[config.mk]
export PLATFORM = sky130hd
export DESIGN_NAME = raster_tgen_top
export DESIGN_NICKNAME = d
export VERILOG_FILES = /design/src/rtl/tgen_pkg.sv /design/src/rtl/tgen_regs.sv /design/src/rtl/tgen_scan.sv /design/src/rtl/tgen_window.sv /design/src/rtl/raster_tgen_top.sv
export SDC_FILE = /design/constraint.sdc
export NUM_CORES = 1
export LEC_CHECK = 0
export BUFFER_PORTS_ARGS = -buffer_cell sky130_fd_sc_hd__buf_2
export CORE_MARGIN = 2
export CORE_UTILIZATION = 40
export CTS_BUF_LIST = sky130_fd_sc_hd__clkbuf_16
export CTS_CLUSTER_SIZE = 20
export DETAILED_ROUTE_END_ITERATION = 8
export GPL_ROUTABILITY_DRIVEN = 0
export PLACE_DENSITY = 0.65
export SKIP_LAST_GASP = 1
export SLEW_MARGIN = 15
export SYNTH_ARGS = -nofsm -noshare
export SYNTH_HDL_FRONTEND = slang
export SYNTH_SLANG_ARGS = --single-unit
[constraint.sdc]
create_clock -name clk -period 2.3 [get_ports clk]
set_input_delay 0.345 -clock clk [delete_from_list [all_inputs] [get_ports clk]]
set_output_delay 0.345 -clock clk [all_outputs]
set_load 0.01 [all_outputs]
[src/rtl/tgen_pkg.sv]
package tgen_pkg;

    localparam int WORD_W  = 32;
    localparam int FIELD_W = WORD_W / 2;
    localparam int ADDR_W  = 3;

    localparam logic [WORD_W-1:0] OPEN_KEY = 32'h0000_4758;

    typedef enum logic [ADDR_W-1:0] {
        A_KEY  = 3'd0,
        A_CFG  = 3'd1,
        A_HACT = 3'd2,
        A_HBLK = 3'd3,
        A_HSYN = 3'd4,
        A_VACT = 3'd5,
        A_VBLK = 3'd6,
        A_VSYN = 3'd7
    } reg_addr_e;

    typedef enum logic {
        LK_SHUT = 1'b0,
        LK_OPEN = 1'b1
    } lock_e;

    typedef enum logic {
        TG_IDLE = 1'b0,
        TG_SCAN = 1'b1
    } scan_e;

endpackage

[src/rtl/tgen_regs.sv]
module tgen_regs
    import tgen_pkg::*;
#(
    parameter int DATA_W = WORD_W
) (
    input  logic              clk,
    input  logic              rst_n,
    input  logic              wr_en,
    input  logic [ADDR_W-1:0] addr,
    input  logic [DATA_W-1:0] wdata,
    output logic [DATA_W-1:0] rdata,
    output logic              run_bit,
    output logic [DATA_W-1:0] hact_w,
    output logic [DATA_W-1:0] hblk_w,
    output logic [DATA_W-1:0] hsyn_w,
    output logic [DATA_W-1:0] vact_w,
    output logic [DATA_W-1:0] vblk_w,
    output logic [DATA_W-1:0] vsyn_w
);

    localparam int NREG = 1 << ADDR_W;

    lock_e             lk_q, lk_d;
    logic [DATA_W-1:0] regs [NREG];
    logic              key_wr;

    assign key_wr = wr_en && (addr == A_KEY);

    // lock state machine: next state
    always_comb begin
        lk_d = lk_q;
        unique case (lk_q)
            LK_SHUT: if (key_wr && (wdata == OPEN_KEY)) lk_d = LK_OPEN;
            LK_OPEN: if (key_wr && (wdata != OPEN_KEY)) lk_d = LK_SHUT;
        endcase
    end

    // lock state machine: state register
    always_ff @(posedge clk or negedge rst_n) begin
        if (!rst_n) lk_q <= LK_SHUT;
        else        lk_q <= lk_d;
    end

    // storage: key word always writable, the rest only while open
    for (genvar gi = 0; gi < NREG; gi++) begin : g_reg
        if (gi == 0) begin : g_key
            always_ff @(posedge clk or negedge rst_n) begin
                if (!rst_n)      regs[gi] <= '0;
                else if (key_wr) regs[gi] <= wdata;
            end
        end else begin : g_gated
            always_ff @(posedge clk or negedge rst_n) begin
                if (!rst_n)
                    regs[gi] <= '0;
                else if (wr_en && (addr == ADDR_W'(gi)) && (lk_q == LK_OPEN))
                    regs[gi] <= wdata;
            end
        end
    end

    assign rdata   = regs[addr];
    assign run_bit = regs[A_CFG][0];
    assign hact_w  = regs[A_HACT];
    assign hblk_w  = regs[A_HBLK];
    assign hsyn_w  = regs[A_HSYN];
    assign vact_w  = regs[A_VACT];
    assign vblk_w  = regs[A_VBLK];
    assign vsyn_w  = regs[A_VSYN];

    AST_KEY_OPENS: assert property (@(posedge clk) disable iff (!rst_n)
        (key_wr && wdata == OPEN_KEY) |=> (lk_q == LK_OPEN));

    AST_BAD_KEY_SHUTS: assert property (@(posedge clk) disable iff (!rst_n)
        (key_wr && wdata != OPEN_KEY) |=> (lk_q == LK_SHUT));

    AST_SHUT_DROPS_CFG: assert property (@(posedge clk) disable iff (!rst_n)
        (lk_q == LK_SHUT && wr_en && addr == A_CFG) |=> $stable(run_bit));

    AST_SHUT_DROPS_HTOT: assert property (@(posedge clk) disable iff (!rst_n)
        (lk_q == LK_SHUT && wr_en && addr == A_HACT) |=> $stable(hact_w));

endmodule

[src/rtl/tgen_scan.sv]
module tgen_scan
    import tgen_pkg::*;
#(
    parameter int CNT_W = FIELD_W
) (
    input  logic             clk,
    input  logic             rst_n,
    input  logic             run_req,
    input  logic [CNT_W-1:0] h_last,
    input  logic [CNT_W-1:0] v_last,
    output logic [CNT_W-1:0] h_cnt,
    output logic [CNT_W-1:0] v_cnt,
    output logic             scanning
);

    localparam logic [CNT_W-1:0] ONE = CNT_W'(1);

    scan_e state_q, state_d;

    // scan state machine: next state
    always_comb begin
        state_d = state_q;
        unique case (state_q)
            TG_IDLE: if (run_req)  state_d = TG_SCAN;
            TG_SCAN: if (!run_req) state_d = TG_IDLE;
        endcase
    end

    // scan state machine: state register
    always_ff @(posedge clk or negedge rst_n) begin
        if (!rst_n) state_q <= TG_IDLE;
        else        state_q <= state_d;
    end

    // counters advance only while scanning and still requested
    always_ff @(posedge clk or negedge rst_n) begin
        if (!rst_n) begin
            h_cnt <= '0;
            v_cnt <= '0;
        end else if (state_q == TG_SCAN && run_req) begin
            if (h_cnt >= h_last) begin
                h_cnt <= '0;
                v_cnt <= (v_cnt >= v_last) ? '0 : v_cnt + ONE;
            end else begin
                h_cnt <= h_cnt + ONE;
            end
        end else begin
            h_cnt <= '0;
            v_cnt <= '0;
        end
    end

    assign scanning = (state_q == TG_SCAN);

    AST_IDLE_ZERO: assert property (@(posedge clk) disable iff (!rst_n)
        (state_q == TG_IDLE) |-> (h_cnt == '0 && v_cnt == '0));

    AST_H_STEP: assert property (@(posedge clk) disable iff (!rst_n)
        (state_q == TG_SCAN && run_req && h_cnt < h_last)
        |=> (state_q == TG_IDLE || h_cnt == $past(h_cnt) + ONE));

    AST_V_HOLD_MIDLINE: assert property (@(posedge clk) disable iff (!rst_n)
        (state_q == TG_SCAN && $past(state_q) == TG_SCAN && h_cnt != '0)
        |-> $stable(v_cnt));

endmodule

[src/rtl/tgen_window.sv]
module tgen_window
    import tgen_pkg::*;
#(
    parameter int CNT_W = FIELD_W
) (
    input  logic             clk,
    input  logic             rst_n,
    input  logic             scanning,
    input  logic [CNT_W-1:0] h_cnt,
    input  logic [CNT_W-1:0] v_cnt,
    input  logic [CNT_W-1:0] h_act,
    input  logic [CNT_W-1:0] v_act,
    input  logic [CNT_W-1:0] hb_lo,
    input  logic [CNT_W-1:0] hb_hi,
    input  logic [CNT_W-1:0] vb_lo,
    input  logic [CNT_W-1:0] vb_hi,
    input  logic [CNT_W-1:0] hs_lo,
    input  logic [CNT_W-1:0] hs_hi,
    input  logic [CNT_W-1:0] vs_lo,
    input  logic [CNT_W-1:0] vs_hi,
    output logic             active,
    output logic             blank,
    output logic             hs,
    output logic             vs
);

    function automatic logic past_lo_upto_hi(
        input logic [CNT_W-1:0] c,
        input logic [CNT_W-1:0] lo,
        input logic [CNT_W-1:0] hi
    );
        return (c > lo) && (c <= hi);
    endfunction

    always_comb begin
        active = 1'b0;
        blank  = 1'b0;
        hs     = 1'b0;
        vs     = 1'b0;
        if (scanning) begin
            active = (h_cnt <= h_act) && (v_cnt <= v_act);
            blank  = past_lo_upto_hi(h_cnt, hb_lo, hb_hi)
                   || past_lo_upto_hi(v_cnt, vb_lo, vb_hi);
            hs     = past_lo_upto_hi(h_cnt, hs_lo, hs_hi);
            vs     = past_lo_upto_hi(v_cnt, vs_lo, vs_hi);
        end
    end

    AST_IDLE_DARK: assert property (@(posedge clk) disable iff (!rst_n)
        !scanning |-> !(active || blank || hs || vs));

endmodule

[src/rtl/raster_tgen_top.sv]
module raster_tgen_top
    import tgen_pkg::*;
#(
    parameter int CNT_W  = FIELD_W,
    parameter int DATA_W = WORD_W
) (
    input  logic              clk,
    input  logic              rst_n,
    input  logic              bus_wr,
    input  logic [ADDR_W-1:0] bus_addr,
    input  logic [DATA_W-1:0] bus_wdata,
    output logic [DATA_W-1:0] bus_rdata,
    output logic [CNT_W-1:0]  h_count,
    output logic [CNT_W-1:0]  v_count,
    output logic              vid_active,
    output logic              vid_blank,
    output logic              hsync,
    output logic              vsync
);

    localparam int HI_POS = DATA_W / 2;

    logic              run_bit, scanning;
    logic [DATA_W-1:0] hact_w, hblk_w, hsyn_w, vact_w, vblk_w, vsyn_w;

    tgen_regs #(.DATA_W(DATA_W)) u_regs (
        .clk     (clk),
        .rst_n   (rst_n),
        .wr_en   (bus_wr),
        .addr    (bus_addr),
        .wdata   (bus_wdata),
        .rdata   (bus_rdata),
        .run_bit (run_bit),
        .hact_w  (hact_w),
        .hblk_w  (hblk_w),
        .hsyn_w  (hsyn_w),
        .vact_w  (vact_w),
        .vblk_w  (vblk_w),
        .vsyn_w  (vsyn_w)
    );

    tgen_scan #(.CNT_W(CNT_W)) u_scan (
        .clk      (clk),
        .rst_n    (rst_n),
        .run_req  (run_bit),
        .h_last   (hact_w[HI_POS +: CNT_W]),
        .v_last   (vact_w[HI_POS +: CNT_W]),
        .h_cnt    (h_count),
        .v_cnt    (v_count),
        .scanning (scanning)
    );

    tgen_window #(.CNT_W(CNT_W)) u_window (
        .clk      (clk),
        .rst_n    (rst_n),
        .scanning (scanning),
        .h_cnt    (h_count),
        .v_cnt    (v_count),
        .h_act    (hact_w[CNT_W-1:0]),
        .v_act    (vact_w[CNT_W-1:0]),
        .hb_lo    (hblk_w[CNT_W-1:0]),
        .hb_hi    (hblk_w[HI_POS +: CNT_W]),
        .vb_lo    (vblk_w[CNT_W-1:0]),
        .vb_hi    (vblk_w[HI_POS +: CNT_W]),
        .hs_lo    (hsyn_w[CNT_W-1:0]),
        .hs_hi    (hsyn_w[HI_POS +: CNT_W]),
        .vs_lo    (vsyn_w[CNT_W-1:0]),
        .vs_hi    (vsyn_w[HI_POS +: CNT_W]),
        .active   (vid_active),
        .blank    (vid_blank),
        .hs       (hsync),
        .vs       (vsync)
    );

    AST_RUN_STARTS_AT_ORIGIN: assert property (@(posedge clk) disable iff (!rst_n)
        $rose(scanning) |-> (h_count == '0 && v_count == '0));

endmodule

==> summary by stage <==
Run status
The final reports fail on negative setup slack. The flow ran to the end, but the final reports show violations.

Worst setup path
For the worst setup path, the data arrival time is 2770 ps. The biggest fanout along the worst timing path is 3. The type of the worst setup path is register to primary output. STA classifies the critical path endpoint as a primary output. The nature of the critical path startpoint is a register. For the worst setup path, the data required time is 1960 ps.

Synth
After synthesis the cells add up to 0.0177 mm2. The share of the Yosys chip area taken by registers is 40.9%. The Yosys warning count is 0. Yosys attributes the largest share of cell area to dfrtp_1 41%, ha_1 14%, mux4_2 8.1%.

The number of unique standard cell types used by synthesis is 58. Summed over all instances, the cell type with the most area after synthesis is dfrtp_1. The post-synth net total is 1936. After synthesis, the share of flip-flops with an asynchronous set or reset is 100%. The register bit count reported by yosys is 290.

The most used flip-flop cell after synthesis is dfrtp_1. Synthesis produced 1704 cells. In this run the biggest area consumer among cell types represents 40.9% of the synthesized area. The synthesized design contains 0 enable-type register cells.

Each instance of the synthesized netlist takes up on average 10.4 um2.

Clock tree
The tree is rooted in a clkbuf_16. The clock tree from TritonCTS is yes. At the later pin of the worst-skew pair, clock insertion delay measures 520 ps. The largest buffer count on any clock path is 3. Buffers inserted during clock tree synthesis total 34.

The H-tree generated during clock tree synthesis spans 2 levels. The number of sinks driven by the clock tree is 290. Clock-pin slew was measured on the worst setup and hold paths at 60 ps.

Detailed routing
The average wire per standard cell is 22.4 um. The via count is 14800. After detailed routing, the met2 layer carries 27.1 mm of wire. After detailed routing, the number of remaining DRC violations is 0. Before antenna repair, the detailed router went through 5 iterations. The amount of wire on met3 after detailed routing is 4.03 mm.

After the first detailed-routing iteration, the DRC count stood at 1382. The detail-routed via count per cell is 5.64. The top metal layer carrying routed signals is met4.

The detailed-routing wirelength on met1 is 25.0 mm. The number of antenna-violating nets in the routed design is 0. The total routed wirelength is 58.8 mm.

Global routing
The all-layer global routing usage is 25.1%. The remaining global-route overflow is 0. The number of global-route vias before repair is 14900.

The maximum number of pins on one net before global-route repair is 68. The wire length of the first global-routing pass is 88.8 mm. The initial antenna violation count came to 0.

Floorplanning
The number of placement rows is 77. The floorplan step set the die width to 215 um. The floorplan step defined a core boundary enclosing 0.0440 mm2.

106 I/O pins were placed. The floorplan step defined a die boundary enclosing 0.0461 mm2. In this run the vertical extent of the chip is 215 um. The starting density of the core is 40.3%.

Finish
Summing all multi-input logic gate instances after layout gives 0.0104 mm2. The final design instance area without fill is 0.0234 mm2. The layout filler cell count is 3689. In the layout the commonest cells are 280 x dfrtp_1, 188 x inv_1, 188 x nand2_1. The number of antenna diodes in the final layout is 0. The growth of design area from synthesis to finish is 31.8%. The flip-flop and latch area is 0.00727 mm2. Cells with a size suffix above 1 make up 32.7% of the layout. The most common cell after layout, fill and taps aside is dfrtp_1. The number of nets in the final layout is 2236.

Flow run
The tool flagged a number of max-cap violations equal to 0.

Min path
The type of the worst min-delay path is input pin to register.

Power
Dividing total power by cell area gives a power density of 490 mW/mm2. The worst-case IR drop observed on VDD is 0.000535 V. The standby leakage power is 0.0117 uW.

The total power after layout is 11500 uW.

Placed design
The half-perimeter wire length after placement is 43.0 mm. The standard cell area after detailed placement is 0.0204 mm2. The quantity of I/O buffers inserted on ports is 105.

STA
Based on the critical path, the design can be clocked at up to 321 MHz. The worst path uses 135% of the clock period. For the pin with the worst max-slew slack, the measured transition is 641 ps. The total of endpoints with negative setup slack in the final report is 34.

The final worst setup slack is -810 ps. The count of final hold-check violations is 0. The number of pins with negative max-slew slack in the final report came to 0.

The headroom to the max-slew limit is 57.3%. On the final layout, the worst clock skew is 18.1 ps. Setup repair after global routing could not meet its margin everywhere. The worst path in the final design needs a cycle of 3110 ps, including I/O delays and setup.
logic make-up (layout without fill, tap and decap cells):
group | after synthesis | in the layout | share of synthesized area (%)
AO/OA/AOI/OAI | 342 | 342 | 11.1
XOR/XNOR | 12 | 12 | 0.592
adder cells (fa/ha/maj) | 194 | 194 | 13.7
buffers and inverters | 280 | 605 | 6.59
flip-flops | 290 | 290 | 40.9
multiplexers | 203 | 203 | 16.9
AND/OR/NAND/NOR | 383 | 384 | 10.1
through the flow:
step | cells | worst slack (ps) | hold slack [ps] | util (%) | TNS, ps
2_1_floorplan | 1704 | 8.04 | 49.4 | - | 0
3_3_place_gp | 2517 | -302 | 351 | 46.3 | -3940
3_5_place_dp | 2517 | -433 | 357 | 46.3 | -4410
4_1_cts | 2612 | -764 | 127 | 51.5 | -6510
5_1_grt | 2622 | -883 | 165 | 53.1 | -7810
6_report | 2622 | -810 | 147 | 53.1 | -5720
what timing repair did:
item                       in CTS  in global routing
pin swaps                      59                 54
hold endpoints to repair       60                  0
hold buffers                    1                  0
gates cloned                    2                  0
setup endpoints to repair      56                 62
resized for setup             182                131
setup buffers                  42                 29
synthesized netlist by cell type, types with 46 or more instances:
library cell and count:
mux2_1 93, nand2_1 191, a21oi_1 58, o21ai_0 123, ha_1 194, o21ai_1 82, mux4_2 64, mux2_2 46
inv_1 186, dfrtp_1 290, nor2_1 47
per-layer routing:
layer / vias to the layer above / track usage [%]
met5: - / 0
met4: 0 / 11.3
met3: 146 / 4.11
met2: 586 / 39.7
met1: 7413 / 34.1
li1: 6638 / -
critical path: stages, from the launching register on:
cell and delay, ps:
dfrtp_1 370, inv_1 70, ha_1 330, nand4_1 110
or4_4 520, a21oi_2 140, nor3_2 70, o211ai_1 230
buf_4 190, a21boi_4 60, buf_2 140
area by class of cell:
type	count	area share [%]
flip-flops and latches	290	31.1
clock buffers	37	3.96
multi-input cells	1135	44.7
clock inverters	25	0.610
well taps	592	3.17
inverters	187	3.02
repair buffers	356	13.5
power breakdown:
part,switching (uW),internal (uW)
Combinational,502,432
Clock,2230,3010
Sequential,61.0,5230
Total,2790,8670
state kept, by name, indices dropped and copies added, names as in the netlist, 16 cells and up, named ones only:
signal and count:
u_regs.regs 63, u_regs.hact_w 32, u_regs.hblk_w 32, u_regs.hsyn_w 32, u_regs.vact_w 32, u_regs.vblk_w 32, u_regs.vsyn_w 32, u_scan.h_cnt 16
u_scan.v_cnt 16
final timing paths:
path	start	endpoint	slack, ps	depth (start not counted)
max reg2reg	u_scan.v_cnt[0]	u_scan.v_cnt[4]	-210	12
max	u_regs.hblk_w[27]	vid_blank	-810	10
max in group asynchronous	rst_n	u_scan.v_cnt[4]	1120	3
min reg2reg	u_regs.run_bit	u_scan.scanning	450	0
min in group asynchronous	rst_n	u_regs.vact_w[24]	380	2
min	bus_wdata[4]	u_regs.vsyn_w[4]	150	3
Power figures use the tool's default switching activity.
